File: config.mk
export PLATFORM = sky130hd
export DESIGN_NAME = sdram_aref_sched
export DESIGN_NICKNAME = d
export VERILOG_FILES = /design/src/rtl/refsched_pkg.sv /design/src/rtl/ref_interval_timer.sv /design/src/rtl/ref_pending_ctr.sv /design/src/rtl/ref_lockout.sv /design/src/rtl/sdram_aref_sched.sv
export SDC_FILE = /design/constraint.sdc
export NUM_CORES = 1
export LEC_CHECK = 0
export ABC_AREA = 1
export BUFFER_PORTS_ARGS = -buffer_cell sky130_fd_sc_hd__buf_2
export CAP_MARGIN = 20
export CORE_MARGIN = 3
export CORE_UTILIZATION = 61
export DETAILED_ROUTE_END_ITERATION = 8
export GPL_ROUTABILITY_DRIVEN = 0
export PLACE_DENSITY = 0.92
export RECOVER_POWER = 25
export SETUP_SLACK_MARGIN = 0.1
export SLEW_MARGIN = 20
export SYNTH_ARGS = -nofsm -noshare
export SYNTH_HDL_FRONTEND = slang
export SYNTH_HIERARCHICAL = 1
export SYNTH_SLANG_ARGS = --single-unit
File: constraint.sdc
create_clock -name clk_i -period 6.1 [get_ports clk_i]
set_clock_uncertainty 0.15 [all_clocks]
set_input_delay 0.305 -clock clk_i [delete_from_list [all_inputs] [get_ports clk_i]]
set_output_delay 0.305 -clock clk_i [all_outputs]
set_load 0.03 [all_outputs]
File: src/rtl/refsched_pkg.sv
package refsched_pkg;
  typedef struct packed {
    logic cs_n;
    logic ras_n;
    logic cas_n;
    logic we_n;
  } ddr_cmd_t;

  localparam ddr_cmd_t CMD_DESEL = 4'b1111;
  localparam ddr_cmd_t CMD_AREF  = 4'b0001;
endpackage

File: src/rtl/ref_interval_timer.sv
module ref_interval_timer #(
  parameter int unsigned REFI_CYCLES = 780
) (
  input  logic clk_i,
  input  logic rst_ni,
  output logic tick_o
);
  localparam int unsigned TW = (REFI_CYCLES > 2) ? $clog2(REFI_CYCLES) : 1;
  localparam logic [TW-1:0] RELOAD = TW'(REFI_CYCLES - 1);

  logic [TW-1:0] tmr_q;

  assign tick_o = (tmr_q == '0);

  always_ff @(posedge clk_i or negedge rst_ni) begin
    if (!rst_ni)     tmr_q <= RELOAD;
    else if (tick_o) tmr_q <= RELOAD;
    else             tmr_q <= tmr_q - 1'b1;
  end
endmodule

File: src/rtl/ref_pending_ctr.sv
module ref_pending_ctr #(
  parameter int unsigned MAX_POSTPONE = 8
) (
  input  logic clk_i,
  input  logic rst_ni,
  input  logic inc_i,
  input  logic dec_i,
  output logic nonzero_o,
  output logic full_o
);
  localparam int unsigned CW = $clog2(MAX_POSTPONE + 1);
  localparam logic [CW-1:0] LIMIT = CW'(MAX_POSTPONE);

  logic [CW-1:0] cnt_q;

  assign nonzero_o = (cnt_q != '0);
  assign full_o    = (cnt_q == LIMIT);

  always_ff @(posedge clk_i or negedge rst_ni) begin
    if (!rst_ni) begin
      cnt_q <= '0;
    end else begin
      unique case ({inc_i, dec_i})
        2'b10:   if (!full_o) cnt_q <= cnt_q + 1'b1;
        2'b01:   if (nonzero_o) cnt_q <= cnt_q - 1'b1;
        default: cnt_q <= cnt_q;
      endcase
    end
  end
endmodule

File: src/rtl/ref_lockout.sv
module ref_lockout #(
  parameter int unsigned TRFC_CYCLES = 4
) (
  input  logic clk_i,
  input  logic rst_ni,
  input  logic start_i,
  output logic busy_o
);
  localparam int unsigned LW = $clog2(TRFC_CYCLES + 1);
  localparam logic [LW-1:0] LOAD = LW'(TRFC_CYCLES);

  logic [LW-1:0] lock_q;

  assign busy_o = (lock_q != '0);

  always_ff @(posedge clk_i or negedge rst_ni) begin
    if (!rst_ni)      lock_q <= '0;
    else if (start_i) lock_q <= LOAD;
    else if (busy_o)  lock_q <= lock_q - 1'b1;
  end
endmodule

File: src/rtl/sdram_aref_sched.sv
module sdram_aref_sched
  import refsched_pkg::*;
#(
  parameter int unsigned REFI_CYCLES  = 780,
  parameter int unsigned TRFC_CYCLES  = 4,
  parameter int unsigned MAX_POSTPONE = 8
) (
  input  logic clk_i,
  input  logic rst_ni,
  input  logic grant_i,
  input  logic banks_idle_i,
  output logic ref_req_o,
  output logic urgent_o,
  output logic busy_o,
  output logic cke_o,
  output logic cs_n_o,
  output logic ras_n_o,
  output logic cas_n_o,
  output logic we_n_o
);
  logic     tick;
  logic     issue;
  ddr_cmd_t cmd_q;

  ref_interval_timer #(.REFI_CYCLES(REFI_CYCLES)) u_timer (
    .clk_i  (clk_i),
    .rst_ni (rst_ni),
    .tick_o (tick)
  );

  ref_pending_ctr #(.MAX_POSTPONE(MAX_POSTPONE)) u_pending (
    .clk_i     (clk_i),
    .rst_ni    (rst_ni),
    .inc_i     (tick),
    .dec_i     (issue),
    .nonzero_o (ref_req_o),
    .full_o    (urgent_o)
  );

  ref_lockout #(.TRFC_CYCLES(TRFC_CYCLES)) u_lock (
    .clk_i   (clk_i),
    .rst_ni  (rst_ni),
    .start_i (issue),
    .busy_o  (busy_o)
  );

  // all-bank idle and grant gate the command; lockout spaces them
  assign issue = ref_req_o && grant_i && banks_idle_i && !busy_o;

  always_ff @(posedge clk_i or negedge rst_ni) begin
    if (!rst_ni)    cmd_q <= CMD_DESEL;
    else if (issue) cmd_q <= CMD_AREF;
    else            cmd_q <= CMD_DESEL;
  end

  assign cke_o   = 1'b1;
  assign cs_n_o  = cmd_q.cs_n;
  assign ras_n_o = cmd_q.ras_n;
  assign cas_n_o = cmd_q.cas_n;
  assign we_n_o  = cmd_q.we_n;
endmodule

==> flow_summary.yaml <==
synth:
  ys_seq_elements: 18
  synth_largest_area_cell: "dfrtp_1"
  yosys_warnings: 6
  synthDistinctLibCells: 21
  synthCells: 155
  syn_area_um2: 1131
  synth_top_area_share_pct: 26.55
  ys.flop_type: "dfrtp_1"
  yosysSeqAreaShare_pct: 40.49
  synth_most_common_cell: "nand2_1"
  synth_edf_count: 0
  synth.cells.most_frequent: "35 x nand2_1, 26 x inv_1, 21 x nor2_1"
  async_flop_share_pct: 100.0
  yosys-top-cells-area: "dfrtp_1 27%, dfstp_2 14%, nand2_1 12%, inv_1 8.6%, nor2_1 7.0%"
  syn_avg_cell_area_um2: 7.297
worst_setup_path:
  cp_slowest_cell: "dfstp_2"
  cp_cell_sequence: "inv_1 > ha_1 > nand3_2 > nor3_4 > inv_2 > nand2_2 > nand2_1 > nand2_1 > inv_1 > ha_1 > inv_1 > nand2_1 > xor2_1 > a21oi_1"
  max_stage_delay_ps: 380
  critPathCaptureType: "flip-flop"
  path_max_fanout: 7
  critPathLaunch: "u_timer/tmr_q[0]"
  path_buf_inv: 4
  start_kind: "flip-flop"
  path_delay_family: "simple AND/OR/NAND/NOR gates"
  cp.required_ps: 6190
  reg2reg_from: "u_timer/tmr_q[0]"
  worstSetupPathType: "reg -> reg"
  cp_data_arrival_time_ps: 2380
floorplanning:
  io_pins: 12
  die_area_um2: 2407
  start_util_pct: 69.43
  die_w_um: 49.06
  num_rows: 14
  die_y_um: 49.06
  core_area_um2: 1629
global_route:
  grt_pass1_vias: 911
  met2_usage_pct: 33.93
  grt_max_degree: 19
  antenna_found_initial: 0
  met1_usage_pct: 25.59
  grtUsageTotal_pct: 20.71
  grt.overflow.total: 0
  use_met3_pct: 4.587
  grt_pass1_wl_um: 3864
  grt.busiest_layer: "met2"
clocking:
  cts_buffer_depth: 2
  cts_resized: 0
  clockRootBuffer: "clkbuf_4"
  cts_max_level: 1
  cts_buffers: 3
  cts_num_sinks: 18
  cts_tree: "built"
  clk_pin_slew_ps: 100
  cts_setup_buffers: 0
  postCtsHoldBufs: 1
  clk_latency_ps: 300
placement:
  port_buffers: 9
  dp_hpwl_um: 1629
  post-place-ws_ps: 3812
timing:
  worstMarginPinSlew_ps: 950.3
  slew_viol_final: 0
  fin_crit_ps: 2295
  tns_ps: 0
  relSlewSlack_pct: 36.65
  rsz0062_at_grt: "false"
  period_share_pct: 37.63
  setup_viol: 0
  final-hold-violation-count: 0
  timing.final.ws_setup_ps: 3805
  max_freq_mhz: 435.7
  whs_ps: 98.70
power:
  p_sw_w: 0.0001769
  p_leak_nw: 0.6868
  pwr-share-clk_pct: 15.2
  powerDensity_nw_per_um2: 338.9
  ir_drop_uv: 303.2
  p_total_w: 0.0004117
  seq_power_share_pct: 41.1
  internal_power_w: 0.0002348
  power_frac_comb_pct: 43.8
  p_sw_share_pct: 42.96
drt:
  ant_nets: 0
  drtPass1Iterations: 4
  avgViaCountPerCell: 5.011
  wirelength_um: 2150
  drtIter0Drc: 46
  vias: 952
  route.detailed.drc: 0
  wl_per_cell_um: 11.32
layout:
  final_nets: 175
  nFillCells: 118
  area_delta_synth_final_pct: 7.412
  diodes: 0
  drive_gt1_share_pct: 19.88
status:
  status: "finished, final reports clean"
worst_hold_path:
  holdCritStartpoint: "banks_idle_i"
  hold_path.class: "in -> reg"
flow_run:
  maxCapViolCount: 0
power groups by stage:
stage	combinational, W	sequential [W]	clock (W)
3_3_place_gp	0.000170	0.000168	0
6_report	0.000180	0.000169	0.0000624
3_5_place_dp	0.000179	0.000171	0
4_1_cts	0.000181	0.000168	0.0000642
5_1_grt	0.000207	0.000172	0.0000717
2_1_floorplan	0.000145	0.000166	0
state kept, by name (all words and copies together), names as in the netlist:
register and count:
cas_n_o 1, u_pending/cnt_q 4, u_lock/lock_q 3, u_timer/tmr_q 10
layout make-up:
type	instances	area, µm²	share of cell area, %
repair buffers	10	53.80	4.428
inverters	30	112.6	9.269
well taps	24	30.03	2.472
clock buffers	4	26.28	2.163
multi-input cells	104	534.3	43.98
flip-flops and latches	18	457.9	37.69
metal layers:
metal  wire length (µm)  vias to the layer above
met3                115                        8
met2               1029                       33
met4                 68                        0
met1                936                      424
met5                  0                        -
li1                   -                      487
kinds of logic after synthesis:
kind of cell             after synthesis  share of synthesized area [%]
buffers and inverters                 34                          12.61
AO/OA/AOI/OAI                          7                          3.097
flip-flops                            18                          40.49
other                                  1                         0.3315
adder cells (fa/ha/maj)                4                          4.425
XOR/XNOR                               5                          3.872
AND/OR/NAND/NOR                       86                          35.18
cell usage in the layout (no fill, tap or decap):
cell	synthesis	routed
o21ai_1	2	2
nor2_2	4	4
dlygate4sd3_1	0	1
dfstp_2	6	6
ha_1	4	4
inv_1	26	26
inv_2	4	4
nand2_2	5	5
nand3_1	15	15
nor3_4	1	1
a21oi_1	1	1
nor2_1	21	21
conb_1	1	2
clkbuf_1	0	2
xnor2_1	2	2
xor2_1	3	3
o21ai_0	4	4
buf_2	0	8
clkbuf_4	0	3
nand3_2	1	1
nand4_1	3	3
nor2_4	1	1
dfrtp_1	12	12
nand2_1	35	35
metrics by stage:
step | cells | util [%] | area (µm²)
5_1_grt | 190 | 74.58 | 1215
2_1_floorplan | 156 | - | 1135
4_1_cts | 190 | 74.65 | 1216
6_report | 190 | 74.58 | 1215
3_3_place_gp | 185 | 72.43 | 1180
3_5_place_dp | 185 | 72.43 | 1180
worst paths after layout:
path	to	slack (ps)	cells after the start
min in group asynchronous	u_timer/tmr_q[7]	520	2
max in group asynchronous	u_pending/cnt_q[0]	4700	2
worst max register to register	u_pending/cnt_q[2]	3800	14
worst min register to register	u_timer/tmr_q[0]	310	1
worst max-delay path	u_pending/cnt_q[2]	3800	14
worst min-delay path	cas_n_o	100	4
worst min-delay path, delay by kind of cell:
| kind | cells | cell delay (ps) |
|---|---|---|
| AND/OR/NAND/NOR | 2 | 120 |
| buffers and inverters | 2 | 130 |
Note: power is estimated with default switching activity, not from simulation.
